===== src/rtl/updn_pkg.sv =====
// Package: shared types for the dual-strobe counter.
// Assumes: nothing beyond IEEE 1800-2017.
package updn_pkg;

    // Step requested of the count for one system cycle
    typedef enum logic [1:0] {
        STEP_HOLD = 2'd0,
        STEP_UP   = 2'd1,
        STEP_DN   = 2'd2
    } step_e;

endpackage


===== src/rtl/updn_strobe_sync.sv =====
// Module: brings one asynchronous strobe into the clk domain and flags
// its rising edges.
// Assumes: the strobe idles high, so every flop resets to 1 and a reset
// never produces a false edge. STAGES must be at least 2.
module updn_strobe_sync #(
    parameter int STAGES = 2
) (
    input  logic clk,
    input  logic rst_n,
    input  logic stb_in,
    output logic stb_lvl,
    output logic stb_rise
);

    logic [STAGES-1:0] chain_q;
    logic              prev_q;

    // Shift the raw strobe through the synchroniser chain
    always_ff @(posedge clk) begin
        if (!rst_n) begin
            chain_q <= '1;
        end else begin
            chain_q <= {chain_q[STAGES-2:0], stb_in};
        end
    end

    // Remember the last synchronised level for edge detection
    always_ff @(posedge clk) begin
        if (!rst_n) begin
            prev_q <= 1'b1;
        end else begin
            prev_q <= chain_q[STAGES-1];
        end
    end

    assign stb_lvl  = chain_q[STAGES-1];
    assign stb_rise = chain_q[STAGES-1] & ~prev_q;

endmodule


===== src/rtl/updn_step_logic.sv =====
// Module: computes the next count for an up or down step, with wrap and
// recovery from values above the maximum.
// Assumes: MAXV fits in WIDTH bits; values above MAXV appear only
// after a load.
module updn_step_logic
    import updn_pkg::*;
#(
    parameter int WIDTH = 4,
    parameter int MAXV  = 9
) (
    input  logic [WIDTH-1:0] cur,
    input  step_e            step,
    output logic [WIDTH-1:0] nxt
);

    localparam logic [WIDTH-1:0] MAX_L = WIDTH'(MAXV);
    localparam logic [WIDTH-1:0] ONE_L = WIDTH'(1);

    // Select the stepped value for the requested direction
    always_comb begin
        unique case (step)
            STEP_UP: nxt = (cur >= MAX_L) ? '0 : cur + ONE_L;
            STEP_DN: nxt = ((cur == '0) || (cur > MAX_L)) ? MAX_L : cur - ONE_L;
            default: nxt = cur;
        endcase
    end

endmodule


===== src/rtl/updn_terminal.sv =====
// Module: decodes the active-low carry and borrow terminal outputs.
// Assumes: the strobe levels come from the synchronisers, so each pulse
// lasts for the low phase of the synchronised strobe.
module updn_terminal #(
    parameter int WIDTH = 4,
    parameter int MAXV  = 9
) (
    input  logic [WIDTH-1:0] cnt,
    input  logic             up_lvl,
    input  logic             dn_lvl,
    output logic             carry_n,
    output logic             borrow_n
);

    localparam logic [WIDTH-1:0] MAX_L = WIDTH'(MAXV);

    // Gate the end-of-range decodes with the low phase of each strobe
    always_comb begin
        carry_n  = ~((cnt == MAX_L) & ~up_lvl);
        borrow_n = ~((cnt == '0) & ~dn_lvl);
    end

endmodule


===== src/rtl/updn_strobe_counter.sv =====
// Module: top of the dual-strobe presettable up/down counter.
// Assumes: DECADE=1 gives a 0..9 sequence and needs WIDTH >= 4.
// DECADE=0 gives a full 2**WIDTH binary sequence. Clear and load act on
// clk edges; the strobes may be asynchronous to clk.
module updn_strobe_counter
    import updn_pkg::*;
#(
    parameter int WIDTH  = 4,
    parameter bit DECADE = 1'b1,
    parameter int STAGES = 2
) (
    input  logic             clk,
    input  logic             rst_n,
    input  logic             clr,
    input  logic             load_n,
    input  logic [WIDTH-1:0] jam,
    input  logic             up_stb,
    input  logic             dn_stb,
    output logic [WIDTH-1:0] count,
    output logic             carry_n,
    output logic             borrow_n
);

    localparam int MAXV = DECADE ? 9 : (2 ** WIDTH) - 1;
    localparam logic [WIDTH-1:0] MAX_L = WIDTH'(MAXV);

    // Index 0 is the up strobe, index 1 the down strobe
    logic [1:0] raw_stb;
    logic [1:0] lvl;
    logic [1:0] rise;

    assign raw_stb = {dn_stb, up_stb};

    genvar gi;
    generate
        for (gi = 0; gi < 2; gi++) begin : g_sync
            updn_strobe_sync #(.STAGES(STAGES)) u_sync (
                .clk      (clk),
                .rst_n    (rst_n),
                .stb_in   (raw_stb[gi]),
                .stb_lvl  (lvl[gi]),
                .stb_rise (rise[gi])
            );
        end
    endgenerate

    step_e            step;
    logic [WIDTH-1:0] count_q;
    logic [WIDTH-1:0] stepped;

    // Accept an edge only while the opposite strobe is high
    always_comb begin
        if (rise[0] && lvl[1] && !rise[1]) begin
            step = STEP_UP;
        end else if (rise[1] && lvl[0] && !rise[0]) begin
            step = STEP_DN;
        end else begin
            step = STEP_HOLD;
        end
    end

    updn_step_logic #(.WIDTH(WIDTH), .MAXV(MAXV)) u_step (
        .cur  (count_q),
        .step (step),
        .nxt  (stepped)
    );

    // Count register: reset, then clear, then load, then step
    always_ff @(posedge clk) begin
        if (!rst_n) begin
            count_q <= '0;
        end else if (clr) begin
            count_q <= '0;
        end else if (!load_n) begin
            count_q <= jam;
        end else begin
            count_q <= stepped;
        end
    end

    updn_terminal #(.WIDTH(WIDTH), .MAXV(MAXV)) u_term (
        .cnt      (count_q),
        .up_lvl   (lvl[0]),
        .dn_lvl   (lvl[1]),
        .carry_n  (carry_n),
        .borrow_n (borrow_n)
    );

    assign count = count_q;

    AST_CLEAR_ZERO: assert property (@(posedge clk) disable iff (!rst_n)
        clr |=> (count_q == '0));

    AST_LOAD_JAM: assert property (@(posedge clk) disable iff (!rst_n)
        (!clr && !load_n) |=> (count_q == $past(jam)));

    AST_UP_MOVES: assert property (@(posedge clk) disable iff (!rst_n)
        (!clr && load_n && rise[0] && lvl[1] && !rise[1]) |=> (count_q != $past(count_q)));

    AST_CARRY_AT_MAX: assert property (@(posedge clk) disable iff (!rst_n)
        !carry_n |-> (count_q == MAX_L));

    AST_BORROW_AT_ZERO: assert property (@(posedge clk) disable iff (!rst_n)
        !borrow_n |-> (count_q == '0));

    AST_TWO_RISE_HOLD: assert property (@(posedge clk) disable iff (!rst_n)
        (!clr && load_n && rise[0] && rise[1]) |=> $stable(count_q));

endmodule


===== config.mk =====
export PLATFORM = sky130hd
export DESIGN_NAME = updn_strobe_counter
export DESIGN_NICKNAME = d
export VERILOG_FILES = /design/src/rtl/updn_pkg.sv /design/src/rtl/updn_strobe_sync.sv /design/src/rtl/updn_step_logic.sv /design/src/rtl/updn_terminal.sv /design/src/rtl/updn_strobe_counter.sv
export SDC_FILE = /design/constraint.sdc
export NUM_CORES = 1
export LEC_CHECK = 0
export BUFFER_PORTS_ARGS = -buffer_cell sky130_fd_sc_hd__buf_4
export CAP_MARGIN = 40
export CORE_AREA = 5 5 53 55
export DETAILED_ROUTE_END_ITERATION = 8
export DIE_AREA = 0 0 58 60
export GPL_TIMING_DRIVEN = 0
export PLACE_DENSITY = 0.55
export SLEW_MARGIN = 20
export SYNTH_ARGS = -nofsm -noshare
export SYNTH_HDL_FRONTEND = slang
export SYNTH_SLANG_ARGS = --single-unit

===== constraint.sdc =====
create_clock -name clk -period 3 [get_ports clk]
set_clock_uncertainty 0.05 [all_clocks]
set_input_delay 0 -clock clk [delete_from_list [all_inputs] [get_ports clk]]
set_output_delay 0 -clock clk [all_outputs]
set_load 0.01 [all_outputs]

After elaboration in Yosys (flattened, before gate mapping)
Index checks and enable logic that the tools add are counted.
{ "word_totals": {"reg_bits": 10, "in_bits": 10, "out_inout_bits": 6, "wordCells": 39} }
{ "classes": {"add_sub_neg": 2, "magnitude_cmp": 2, "n_eq_ne": 4, "n_mux": 6, "bitwise": 11, "reduce_logical": 9} }
{ "op_table": {"columns": ["cell", "n"], "rows": [
  ["two-way mux 4 bit", 3],
  ["one-hot mux 4 bit (2 select lines)", 1],
  ["NOT 1 bit", 7],
  ["adder 4 x 1 -> 4 bit (second input constant)", 1],
  ["bitwise AND 1 bit", 4],
  ["== test 4 bit (second input constant)", 1],
  [">= comparator 4 bit (second input constant)", 1],
  ["greater-than comparator 4 bit (second input constant)", 1],
  ["logical AND 1 bit", 4],
  ["logical NOT 4 bit", 1],
  ["two-way mux 2 bit", 2],
  ["subtractor 4 x 1 -> 4 bit (second input constant)", 1],
  ["inequality test 3 x 1 -> 1 bit (second input constant)", 1],
  ["== test 2 x 1 -> 1 bit (second input constant)", 1],
  ["== test 2 bit (second input constant)", 1],
  ["logical NOT 1 bit", 2],
  ["OR reduction 2 bit", 1],
  ["logical OR 1 bit", 1]
]} }

Longest topological paths before layout
{ "depth": {"ltp_word": 9, "depth_mapped": 6, "depth_no_buf": 6} }

Modules after synthesis
A second synthesis with hierarchy kept.
{ "hier_totals": {"hier_cells": 81, "hier_area_um2": 665.6} }
{ "by_module_without_submodules": {"columns": ["mod", "n_inst", "cells_each", "area_each_um2", "seq_area_each_um2"], "rows": [
  ["updn_step_logic", 1, 45, 297.8, 0.0],
  ["updn_strobe_sync", 2, 7, 92.6, 60.1],
  ["updn_strobe_counter", 1, 18, 161.4, 80.1],
  ["updn_terminal", 1, 4, 21.3, 0.0]
]} }

Least setup slack after synthesis
OpenSTA, ideal clock, no wires.
{ "synth_path": {"path_type": "reg-to-reg", "from": "register count_q[1] (netlist: count[1])", "to": "register count_q[2] (netlist: count[2])", "arrival_ns": 1.523, "setup_slack_ns": 1.340, "stages_incl_launch_ff": 7, "n_path_buf": 0, "path_cell_list": "dfxtp_1 > inv_1 > ha_1 > nand2b_1 > a211oi_1 > and4b_1 > a221oi_2"} }
{ "synth_via": {"elab_chain_len": 5, "word_cells_on_any_way": 10, "cone_classes": "2 x add/sub; 2 x order compare; 4 x mux; 2 x reduce/logical"} }
{ "synth_rtl": {"columns": ["item", "line", "text"], "rows": [
  ["from (decl)", "updn_strobe_counter.sv:48", "logic [WIDTH-1:0] count_q;"],
  ["from (signal assigned)", "updn_strobe_counter.sv:75", "count_q <= jam;"],
  ["from (signal assigned)", "updn_strobe_counter.sv:77", "count_q <= stepped;"],
  ["greater-than comparator 4 bit / logical NOT 4 bit (equally long branches)", "updn_step_logic.sv:23", "STEP_DN: nxt = ((cur == '0) || (cur > MAX_L)) ? MAX_L : cur - ONE_L;"],
  ["logical OR 1 bit", "updn_step_logic.sv:23", null],
  ["two-way mux 4 bit", "updn_step_logic.sv:23", null],
  ["one-hot mux 4 bit (2 select lines) *", "updn_step_logic.sv:21", "unique case (step)"],
  ["two-way mux 4 bit *", "updn_strobe_counter.sv:74", "end else if (!load_n) begin"]
]} }
Every way passes the cells marked *; elsewhere a longest branch is shown, timed or not.
A chain may end at the register's enable or synchronous reset.

Worst setup path after layout
Same ends and word-level chain as after synthesis.

==> impl_metrics.toml <==
[power]
seqPwrFrac_pct = 44.6
irDropWorstVdd_uv = 200
p_leak_uw = 0.000356
p_int_uw = 245
p_switching_uw = 78.5
p_comb_share_pct = 18.8
p_per_area_nw_per_um2 = 361
clock_power_share_pct = 36.6
p_sw_share_pct = 24.3

[grt]
grt_pass1_wl_um = 2630
busiest_layer = "met2"
grt_pass1_vias = 594
antenna_found_initial = 0
met3_usage_pct = 3.89
grt_max_degree = 11
gr-total-overflow = 0
grt_use_total_pct = 9.90
use_met2_pct = 15.0
met1_usage_pct = 13.3

[yosys]
synth_top_area_share_pct = 31.4
netlist_top_cells_count = "nand2b_1, dfxtp_1, nand2_1, o21ai_0, nor2_1"
ys_async_sr_fraction_pct = 0
yosys.area.top_type = "dfxtp_1"
synth_area_leaders = "dfxtp_1, nand2b_1, ha_1"
post-synth-top-count-cell = "nand2b_1"
synth-seq-cells = 10
ys.flop_type = "dfxtp_1"
synth_cell_types = 31
netlist_instances = 74
syn_avg_cell_area_um2 = 8.61
synth_edf_count = 0
yosysSeqAreaShare_pct = 31.4
synth_area_um2 = 637
synth_nets = 87
synth-warning-count = 0

[cts]
ctsHoldBuffers = 8
clkTransAtPathRegs_ps = 70
cts.path.max_buffers = 2
htreeDepth = 1
clock-sinks = 10
clkLatencyLatePin_ps = 260
cts_root_buffer = "clkbuf_4"
cts_setup_buffers = 0
cts-resized-gates = 0
cts_inserted_buffers = 3
cts_tree = "yes"

[status]
outcome = "complete, no violations"

[critical_path]
crit_required_ps = 3130
crit_fanout = 6
critPathCaptureType = "flip-flop"
cp.arrival_ps = 1880
crit_type = "reg -> reg"
cp-start-kind = "flip-flop"

[timing]
hold_viol = 0
period_share_pct = 58.3
rsz0062_at_grt = "false"
worst_pin_slew_ps = 406
final-setup-viol-count = 0
slew_headroom_pct = 72.9
fmax_ghz = 0.572
postLayoutSetupSlackWorst_ps = 1250
finalWorstPathRequiredPeriod_ps = 1750
slew_violations = 0
fin_tns_setup_ps = 0

[detailed_routing]
drc = 0
antenna_left = 0
vias = 625
first_pass_iters = 4
first_iter_violations = 12
wl_per_cell_um = 11.7
via_per_inst = 4.81
wirelength_um = 1520

[hold_path]
hold_path.class = "in -> reg"

[floorplan]
pin_count = 16
rows = 18
core_area_um2 = 2340
die_area_um2 = 3480
fp.dieH_um = 60
die_w_um = 58
initial_utilization_pct = 27.2

[place]
dpl.hpwl_um = 1140
gp_congestion = 0.889
dp_worst_setup_slack_ps = 1250
placed_cell_area_um2 = 779
io_buffers = 14

[finish]
area_growth_pct = 40.7
drive_above_1_share_pct = 23.0
antenna_cells = 0
design_area_um2 = 896
fin_nets = 114

[run]
maxCapViolations = 0
==> cell type report <==
type | count | area, um^2
Clock buffer | 4 | 36.3
Timing Repair Buffer | 22 | 185
Buffer | 3 | 22.5
Multi-Input combinational cell | 57 | 399
Tap cell | 30 | 37.5
Fill cell | 250 | 1450
Inverter | 4 | 15.0
Sequential cell | 10 | 200
==> registers in the layout, indices dropped and copies added (netlist names) <==
register               count
g_sync.u_sync.prev_q       2
g_sync.u_sync.chain_q      4
count                      4
==> layer usage <==
layer / wire length, um / vias up
met5: 0 / -
met4: 9 / 0
met3: 74 / 2
met2: 663 / 14
met1: 770 / 281
li1: - / 328
==> worst max-delay path, cell delays in order, from the launching register on <==
cell and delay, ps:
dfxtp_1 430, inv_1 110, ha_1 240, nand2b_1 150, a211oi_1 210, and4b_1 220
a221oi_2 260
==> kinds of logic (layout without fill, tap and decap cells) <==
logic type | Yosys count | in the layout | synth area share [%]
AND/OR/NAND/NOR | 33 | 33 | 31.8
AO/OA/AOI/OAI | 19 | 19 | 22.0
flip-flops | 10 | 10 | 31.4
buffers and inverters | 7 | 33 | 5.89
adder cells (fa/ha/maj) | 3 | 3 | 5.89
XOR/XNOR | 1 | 1 | 1.38
multiplexers | 1 | 1 | 1.57
==> final timing paths <==
| path | startpoint | slack (ps) | cells past startpoint | to |
|---|---|---|---|---|
| worst max-delay path | count[1] | 1250 | 6 | count[2] |
| worst min-delay path | jam[1] | 8 | 3 | count[1] |
| worst max register to register | count[1] | 1250 | 6 | count[2] |
| worst min register to register | g_sync[0].u_sync.chain_q[0] | 360 | 1 | g_sync[0].u_sync.chain_q[1] |
==> placed cells by master, fill, tap and decap left out, types with 3 or more instances in the layout <==
cell type and n:
buf_4 15, nor2_1 4, inv_1 3, nand2b_1 11
dlygate4sd3_1 8, ha_1 3, dfxtp_1 10, clkbuf_4 3
o22ai_1 3, o21ai_0 5, nand2_1 5, nand3_1 3
==> through the flow <==
stage	std cells	hold slack, ps	total power [uW]	util, %
6_report	130	8.24	323	38.2
5_1_grt	130	22.1	341	38.2
4_1_cts	130	3.07	329	38.2
3_5_place_dp	118	136	199	33.3
3_3_place_gp	118	133	199	33.3
2_1_floorplan	74	23.0	178	-
==> power groups by stage <==
stage | clock (uW) | sequential, uW | combinational (uW)
floorplan | 0 | 146 | 31.7
global placement | 0 | 147 | 52.1
detailed placement | 0 | 147 | 52.5
CTS | 124 | 144 | 60.8
global route | 128 | 145 | 67.4
finish | 118 | 144 | 60.8
No activity file was read; power rests on OpenSTA's default activity.
